**src/rtl/lg_pkg.sv**
```systemverilog
package lg_pkg;
  localparam int unsigned SEL_W  = 2;
  localparam int unsigned DEL_W  = 3;
  localparam int unsigned DEL_MULT = 3;
  localparam int unsigned NUM_BASES = 2 ** SEL_W;
  // bases above the 1us tick, each one decade slower
  localparam int unsigned NUM_DEC = NUM_BASES - 2;

  typedef enum logic [SEL_W-1:0] {
    TB_XTAL  = 2'd0,
    TB_1US   = 2'd1,
    TB_10US  = 2'd2,
    TB_100US = 2'd3
  } tick_base_e;
endpackage

```
**src/rtl/lg_sync.sv**
```systemverilog
module lg_sync #(
  parameter int unsigned STAGES    = 2,
  parameter logic        RESET_VAL = 1'b1
) (
  input  logic clk_i,
  input  logic rst_ni,
  input  logic d_i,
  output logic q_o
);
  logic [STAGES-1:0] chain_q;

  always_ff @(posedge clk_i or negedge rst_ni) begin
    if (!rst_ni) chain_q <= {STAGES{RESET_VAL}};
    else         chain_q <= {chain_q[STAGES-2:0], d_i};
  end

  assign q_o = chain_q[STAGES-1];
endmodule

```
**src/rtl/lg_tick_gen.sv**
```systemverilog
module lg_tick_gen
  import lg_pkg::*;
#(
  parameter int unsigned XTAL_DIV  = 3,
  parameter int unsigned US_CYCLES = 24,
  parameter int unsigned DECADE    = 10
) (
  input  logic       clk_i,
  input  logic       rst_ni,
  input  tick_base_e sel_i,
  output logic       tick_o
);
  localparam int unsigned XW = $clog2(XTAL_DIV + 1);
  localparam int unsigned UW = $clog2(US_CYCLES + 1);
  localparam int unsigned DW = $clog2(DECADE + 1);

  logic [XW-1:0] xtal_cnt_q;
  logic [UW-1:0] us_cnt_q;
  logic          xtal_tick;
  logic [NUM_DEC:0] stage_tick;

  assign xtal_tick     = (xtal_cnt_q == XW'(XTAL_DIV - 1));
  assign stage_tick[0] = (us_cnt_q == UW'(US_CYCLES - 1));

  always_ff @(posedge clk_i or negedge rst_ni) begin
    if (!rst_ni) begin
      xtal_cnt_q <= '0;
      us_cnt_q   <= '0;
    end else begin
      xtal_cnt_q <= xtal_tick ? '0 : xtal_cnt_q + XW'(1);
      us_cnt_q   <= stage_tick[0] ? '0 : us_cnt_q + UW'(1);
    end
  end

  for (genvar g = 0; g < NUM_DEC; g++) begin : g_decade
    logic [DW-1:0] cnt_q;
    logic          wrap;
    assign wrap = (cnt_q == DW'(DECADE - 1));
    always_ff @(posedge clk_i or negedge rst_ni) begin
      if (!rst_ni)            cnt_q <= '0;
      else if (stage_tick[g]) cnt_q <= wrap ? '0 : cnt_q + DW'(1);
    end
    assign stage_tick[g+1] = stage_tick[g] && wrap;
  end

  always_comb begin
    unique case (sel_i)
      TB_XTAL:  tick_o = xtal_tick;
      TB_1US:   tick_o = stage_tick[0];
      TB_10US:  tick_o = stage_tick[1];
      TB_100US: tick_o = stage_tick[2];
      default:  tick_o = 1'b0;
    endcase
  end
endmodule

```
**src/rtl/lg_level_qual.sv**
```systemverilog
module lg_level_qual
  import lg_pkg::*;
(
  input  logic             clk_i,
  input  logic             rst_ni,
  input  logic             sync_i,
  input  logic             tick_i,
  input  logic [DEL_W-1:0] delay_i,
  input  logic             bypass_i,
  output logic             level_o,
  output logic             rise_o,
  output logic             fall_o
);
  localparam int unsigned MAX_CNT = ((2 ** DEL_W) - 1) * DEL_MULT;
  localparam int unsigned CW = $clog2(MAX_CNT + 1);

  logic [CW-1:0] cnt_q, target;
  logic          level_q, rise_q, fall_q, differ, accept;

  assign target = CW'(delay_i) * CW'(DEL_MULT);
  assign differ = (sync_i != level_q);
  assign accept = differ && (bypass_i || (tick_i && (cnt_q == target - CW'(1))));

  always_ff @(posedge clk_i or negedge rst_ni) begin
    if (!rst_ni) begin
      level_q <= 1'b1;
      cnt_q   <= '0;
      rise_q  <= 1'b0;
      fall_q  <= 1'b0;
    end else begin
      rise_q <= accept && sync_i;
      fall_q <= accept && !sync_i;
      if (accept) begin
        level_q <= sync_i;
        cnt_q   <= '0;
      end else if (!differ || bypass_i) begin
        cnt_q <= '0;  // reversion restarts qualification
      end else if (tick_i) begin
        cnt_q <= cnt_q + CW'(1);
      end
    end
  end

  assign level_o = level_q;
  assign rise_o  = rise_q;
  assign fall_o  = fall_q;
endmodule

```
**src/rtl/line_deglitch.sv**
```systemverilog
module line_deglitch
  import lg_pkg::*;
#(
  parameter int unsigned XTAL_DIV  = 3,
  parameter int unsigned US_CYCLES = 24,
  parameter int unsigned DECADE    = 10
) (
  input  logic             clk_i,
  input  logic             rst_ni,
  input  logic             line_i,
  input  logic [SEL_W-1:0] tick_sel_i,
  input  logic [DEL_W-1:0] delay_i,
  input  logic             filt_en_i,
  output logic             line_o,
  output logic             rise_o,
  output logic             fall_o
);
  logic sync_q, tick, bypass;

  assign bypass = !filt_en_i || (delay_i == '0);

  lg_sync #(.STAGES(2), .RESET_VAL(1'b1)) u_sync (
    .clk_i (clk_i),
    .rst_ni(rst_ni),
    .d_i   (line_i),
    .q_o   (sync_q)
  );

  lg_tick_gen #(
    .XTAL_DIV (XTAL_DIV),
    .US_CYCLES(US_CYCLES),
    .DECADE   (DECADE)
  ) u_tick (
    .clk_i (clk_i),
    .rst_ni(rst_ni),
    .sel_i (tick_base_e'(tick_sel_i)),
    .tick_o(tick)
  );

  lg_level_qual u_qual (
    .clk_i   (clk_i),
    .rst_ni  (rst_ni),
    .sync_i  (sync_q),
    .tick_i  (tick),
    .delay_i (delay_i),
    .bypass_i(bypass),
    .level_o (line_o),
    .rise_o  (rise_o),
    .fall_o  (fall_o)
  );
endmodule

```
**config.mk**
```make
export PLATFORM = sky130hd
export DESIGN_NAME = line_deglitch
export DESIGN_NICKNAME = d
export VERILOG_FILES = /design/src/rtl/lg_pkg.sv /design/src/rtl/lg_sync.sv /design/src/rtl/lg_tick_gen.sv /design/src/rtl/lg_level_qual.sv /design/src/rtl/line_deglitch.sv
export SDC_FILE = /design/constraint.sdc
export NUM_CORES = 1
export LEC_CHECK = 0
export BUFFER_PORTS_ARGS = -buffer_cell sky130_fd_sc_hd__buf_2
export CAP_MARGIN = 15
export CORE_MARGIN = 5
export CORE_UTILIZATION = 60
export DETAILED_ROUTE_END_ITERATION = 10
export PLACE_DENSITY = 0.87
export REMOVE_ABC_BUFFERS = 1
export SYNTH_ARGS = -nofsm -noshare
export SYNTH_HDL_FRONTEND = slang
export SYNTH_SLANG_ARGS = --single-unit
```
**constraint.sdc**
```tcl
create_clock -name clk_i -period 3.1 [get_ports clk_i]
set_input_delay 0.62 -clock clk_i [delete_from_list [all_inputs] [get_ports clk_i]]
set_output_delay 0.62 -clock clk_i [all_outputs]
set_load 0.03 [all_outputs]
```
==> metrics.csv, run 1 <==
metric,value,unit
outcome,"complete, no violations",
Tot GR Track Use,16.4,%
Die Y,57.4,microns
Crit Path Class,input port to flip-flop,
Via Count,973,
HP Class,input port to asynchronous set/reset pin,
worst setup path start,delay_i[1],
Crit Path Max Fanout,5,
io pins,12,
DR DRC count,0,
Layout Area Growth over Synthesis,9.08,%
Reg2Reg Depth,6,
largest net degree at the start of global routing,26,
Die Span X,57.4,microns
Sink Count,25,
core area,2170,sq um
PortBufs,11,
PD cells,370,nW/um^2
"Clk Latency, worst-skew pair",0.32,ns
maximum clock rate,412,MHz
Non-Filler Instances,172,
CTS clock-pin slew for the worst setup and hold paths,0.13,ns
Final nets,161,
Critical Path AT,2.69,ns
setup violators final,0,
Placed Cells,168,
WL/cell,13.7,microns
H-tree Lvls,1,
RSZ-0062 raised after global routing,no,
LEAKAGE,0.000707,uW
top post-synthesis cells by count,"22 x dfrtp_1, 13 x nand2_1, 9 x inv_1, 9 x nand3_1",
Vias/cell,5.66,
post-synthesis sequential area ratio,46.6,%
"wirelength, routed",2360,microns
fill count,162,
num rows,17,
Total Neg Setup Slack,0,ns
unique cell type count in the Yosys netlist,38,
Yosys top cell by area,dfrtp_1,
ys flop type,dfrtp_1,
First DRT Iteration DRCs,21,
Syn Std Cell Area,1350,sq um
Max-Cap Viols,0,
Resized Gates After CTS,0,
max_slew headroom,64.8,%
Worst setup EP type,flip-flop,
"EDFF count, synth",0,
Initial Util,62.2,%
"Hold Violations, Final",0,
number of global-route vias before repair,1026,
die area,3300,sq um
TritonCTS clock tree,done,
DR pass1 iterations,4,
synthesized flop and latch total,25,
required time of the critical path,3.36,ns
syn_area_per_cell,10.5,sq um
crit share post-route,78.3,%
initial antenna violation count,0,
Final GP Congestion,0.889,
crit path time final,2.43,ns
area of the multi-input gates,682,sq um
clock skew,0.00563,ns
Worst Tran Pin Value,0.529,ns
synth top area cells,"dfrtp_1 41%, dfstp_2 5.8%, ha_1 5.6%, xor2_1 4.5%, xnor2_1 3.9%",
"count leader, synth",dfrtp_1,
Reg area,629,sq um
root buffer cell,clkbuf_4,
clock buffer depth,2,
# Post-CTS Setup Buffers,0,
CP Launch Type,input port,
area share of the largest cell type after synthesis,40.8,%
"Slew Viols, Final",0,
FF-to-FF Start,u_tick.us_cnt_q[0],
"FFs w/ async S/R, synth",100,%
n_diodes,0,
total gr overflow,0,
TritonCTS buffer count,3,
Mapped Cells,129,
Worst VDD drop,0.346,mV
ANT nets after route,0,
worst reg2reg endpoint,u_qual.level_o,
first-pass GRT wire length,4310,microns
layout cells sized above 1,17.4,%
Layout Utilization,67.9,%
YS warnings,0,
CTS Hold Bufs,0,
flop-to-flop setup slack,0.91,ns
DP HPWL,1810,microns
per-stage QoR:
| stage | cell area (sq um) | setup slack (ns) | total power, uW | hold WS, ns |
|---|---|---|---|---|
| finish | 1470 | 0.674 | 545 | 0.260 |
| global route | 1470 | 0.597 | 573 | 0.287 |
| CTS | 1470 | 0.695 | 550 | 0.270 |
| detailed placement | 1440 | 0.343 | 407 | 0.351 |
| global placement | 1440 | 0.443 | 404 | 0.351 |
| floorplan | 1350 | 0.441 | 382 | 0.324 |
worst max-delay path: stages:
cell	delay, ns
buf_2	0.15
inv_1	0.08
ha_1	0.18
inv_1	0.07
fa_1	0.44
and3b_1	0.21
o21a_1	0.18
o2111ai_2	0.21
o221a_2	0.26
mux2_4	0.30
state kept, by name (all words and copies together), names as in the netlist:
name,count
u_qual.fall_o,1
u_tick.g_decade.cnt_q,8
u_qual.rise_o,1
u_qual.level_o,1
u_qual.cnt_q,5
u_tick.us_cnt_q,5
u_tick.xtal_cnt_q,2
u_sync.chain_q,2
layout by cell type, fill, tap and decap left out, types with 2 or more instances in the layout:
| cell | instances |
|---|---|
| xor2_1 | 7 |
| nand3_1 | 9 |
| o21ai_0 | 5 |
| inv_1 | 9 |
| dfstp_2 | 3 |
| nor3_2 | 2 |
| nor2_1 | 7 |
| buf_2 | 11 |
| nand2_1 | 13 |
| nor4bb_1 | 2 |
| mux2i_1 | 2 |
| ha_1 | 6 |
| nor2b_1 | 3 |
| a31oi_1 | 3 |
| a22o_1 | 2 |
| dfrtp_1 | 22 |
| clkbuf_4 | 3 |
| a21oi_1 | 2 |
| xnor2_1 | 6 |
| nand2b_1 | 3 |
| nand3b_1 | 2 |
| nor3b_1 | 2 |
| and3_1 | 2 |
how the worst max path moves through the flow:
stage / endpoint / slack (ns) / depth (start not counted)
after floorplan: u_qual.level_o / 0.44 / 9
after global placement: u_qual.level_o / 0.44 / 10
after detailed placement: u_qual.level_o / 0.34 / 10
after CTS: u_qual.level_o / 0.69 / 10
after global routing: u_qual.level_o / 0.60 / 10
final: u_qual.level_o / 0.67 / 10
power by group:
| part | internal (uW) | switching (uW) |
|---|---|---|
| combinational | 25.7 | 38.8 |
| sequential | 333 | 4.02 |
| clock | 49.3 | 93.8 |
final cells by class:
type	count	area share (%)
Multi-Input combinational cell	94	46.3
Timing Repair Buffer	12	4.25
Clock buffer	3	1.53
Clock inverter	1	0.510
Tap cell	28	2.38
Inverter	9	2.29
Sequential cell	25	42.7
cells by family after synthesis:
family | after synthesis | share of synthesized area, %
AND/OR/NAND/NOR | 51 | 21.1
flip-flops | 25 | 46.6
AO/OA/AOI/OAI | 19 | 10.5
multiplexers | 4 | 3.43
adder cells (fa/ha/maj) | 7 | 7.04
XOR/XNOR | 13 | 8.43
buffers and inverters | 10 | 2.87
per-layer routing:
metal / up-vias / routed length (microns) / share of wire, % / global-route usage [%]
met4: 0 / 24 / 1.0 / 6.62
met1: 468 / 977 / 41 / 19.3
met2: 22 / 1250 / 53 / 29.2
met5: - / 0 / 0 / 0
li1: 479 / - / - / -
met3: 4 / 104 / 4.4 / 2.94
Power figures use the tool's default switching activity.
==> run 2, diff against run 1 <==
CORE_UTILIZATION = 57   (was 60)
PLACE_DENSITY = 0.84   (was 0.87)
clock period = 2.5 ns   (was 3.1 ns; I/O delays follow)
==> metrics.csv, run 2 (same netlist as run 1, synthesis figures left out) <==
metric,value,unit,change
outcome,"complete, no violations",,unchanged
crit share post-route,89.2,%,
"wirelength, routed",2550,microns,was 2360 microns
total gr overflow,0,,unchanged
fill count,177,,was 162
Crit Path Max Fanout,3,,was 5
clock skew,0.00593,ns,was 0.00563 ns
die area,3440,sq um,was 3300 sq um
root buffer cell,clkbuf_4,,unchanged
io pins,12,,unchanged
DR pass1 iterations,4,,unchanged
Layout Area Growth over Synthesis,12.1,%,was 9.08%
PortBufs,11,,unchanged
CP Buf/Inv Count,3,,unchanged
# Post-CTS Setup Buffers,0,,unchanged
Final nets,167,,was 161
required time of the critical path,2.76,ns,was 3.36 ns
first-pass GRT wire length,4720,microns,was 4310 microns
Die Y,58.7,microns,was 57.4 microns
layout cells sized above 1,20.0,%,was 17.4%
WL/cell,14.3,microns,was 13.7 microns
most frequent cells in the layout,"22 x dfrtp_1, 13 x nand2_1, 11 x buf_2, 9 x inv_1, 9 x nand3_1",,unchanged
number of global-route vias before repair,1096,,was 1026
CP Depth,10,,unchanged
register with the most flip-flops,u_tick.g_decade.cnt_q,,unchanged
Die Span X,58.7,microns,was 57.4 microns
"commonest non-fill, non-tap cell in the layout",dfrtp_1,,unchanged
CP Launch Type,input port,,unchanged
max_slew headroom,64.2,%,was 64.8%
"Clk Latency, worst-skew pair",0.32,ns,about the same
max FFs per register,8,,unchanged
Layout Utilization,67.8,%,was 67.9%
Tot GR Track Use,18.1,%,was 16.4%
crit-path cells,buf_2 > inv_1 > ha_1 > inv_1 > fa_1 > and3b_1 > o21a_1 > o2111ai_2 > o221a_2 > mux2_4,,unchanged
Worst VDD drop,0.447,mV,was 0.346 mV
Sink Count,25,,unchanged
PnR Total Power,681,uW,was 545 uW
Most common cell on crit path,inv_1,,unchanged
DR DRC count,0,,unchanged
PD cells,450,nW/um^2,was 370 nW/um^2
"Slew Viols, Final",0,,unchanged
largest net degree at the start of global routing,26,,unchanged
Critical Path AT,2.49,ns,was 2.69 ns
Worst setup EP type,flip-flop,,unchanged
Total Neg Setup Slack,0,ns,unchanged
hold_ws,0.137,ns,was 0.260 ns
slowest cell on the critical path,fa_1,,unchanged
setup violators final,0,,unchanged
CP peak stage delay,0.47,ns,was 0.44 ns
"Hold Violations, Final",0,,unchanged
First DRT Iteration DRCs,25,,was 21
Vias/cell,5.62,,was 5.66
Max-Cap Viols,0,,unchanged
num rows,17,,unchanged
Resized Gates After CTS,0,,unchanged
Via Count,1001,,was 973
top flop regs,"u_tick.g_decade.cnt_q: 8 flops, u_qual.cnt_q: 5 flops, u_tick.us_cnt_q: 5 flops",,unchanged
LEAKAGE,0.000737,uW,was 0.000707 uW
TritonCTS clock tree,done,,unchanged
DP HPWL,1970,microns,was 1810 microns
H-tree Lvls,1,,unchanged
core area,2230,sq um,was 2170 sq um
clock buffer depth,2,,unchanged
Crit Path Class,input port to flip-flop,,unchanged
initial antenna violation count,0,,unchanged
"Largest delay share family, worst path",compound AO/OA/AOI/OAI gates,,unchanged
Final GP Congestion,0.838,,was 0.889
Worst Tran Pin Value,0.537,ns,was 0.529 ns
RSZ-0062 raised after global routing,no,,unchanged
CTS Hold Bufs,0,,unchanged
CTS clock-pin slew for the worst setup and hold paths,0.13,ns,about the same
maximum clock rate,448,MHz,
ANT nets after route,0,,unchanged
TritonCTS buffer count,3,,unchanged
Initial Util,60.4,%,was 62.2%
HP Class,input port to asynchronous set/reset pin,,unchanged
Reg2Reg Depth,6,,unchanged
n_diodes,0,,unchanged
crit path time final,2.23,ns,
run 2: cell types whose count changed in the layout (fill, tap and decap cells not counted), sizes merged:
cell | previous run | this run
buf | 12 | 18
clkbuf | 3 | 4
clkinvlp | 1 | 0
run 2: final cells by class:
type                            instances  area (sq um)  share of cell area [%]
Sequential cell                        25           629                    41.6
Tap cell                               28          35.0                    2.31
Inverter                                9          33.8                    2.23
Multi-Input combinational cell         94           682                    45.0
Clock buffer                            4          26.3                    1.74
Timing Repair Buffer                   18           108                    7.11
run 2: layer usage:
metal | global-route usage (%) | routed length (microns)
met3 | 2.63 | 76
met5 | 0 | 0
met1 | 22.1 | 1100
met4 | 9.39 | 58
met2 | 30.8 | 1320
run 2: path summary, 6_finish.rpt:
kind,endpoint,slack [ns],startpoint
setup reg to reg,u_qual.level_o,0.45,u_tick.us_cnt_q[0]
setup / recovery,u_qual.level_o,0.27,delay_i[0]
min in group clk_i,u_sync.chain_q[0],0.26,line_i
hold reg to reg,u_sync.chain_q[1],0.37,u_sync.chain_q[0]
max in group asynchronous,u_qual.level_o,1.99,rst_ni
hold / removal,u_tick.xtal_cnt_q[0],0.14,rst_ni
run 2: where the power goes:
part	total (uW)	internal, uW	leakage [uW]	switching, uW
sequential	418	413	0.000324	4.90
combinational	85.2	36.9	0.000397	48.3
clock	178	62.6	0.0000150	115
run 2: per-stage QoR:
stage | instance area (sq um) | std cells | worst slack (ns)
2_1_floorplan | 1350 | 128 | -0.0392
3_3_place_gp | 1490 | 174 | -0.00461
3_5_place_dp | 1490 | 174 | -0.0707
4_1_cts | 1510 | 178 | 0.272
5_1_grt | 1510 | 178 | 0.178
6_report | 1510 | 178 | 0.269
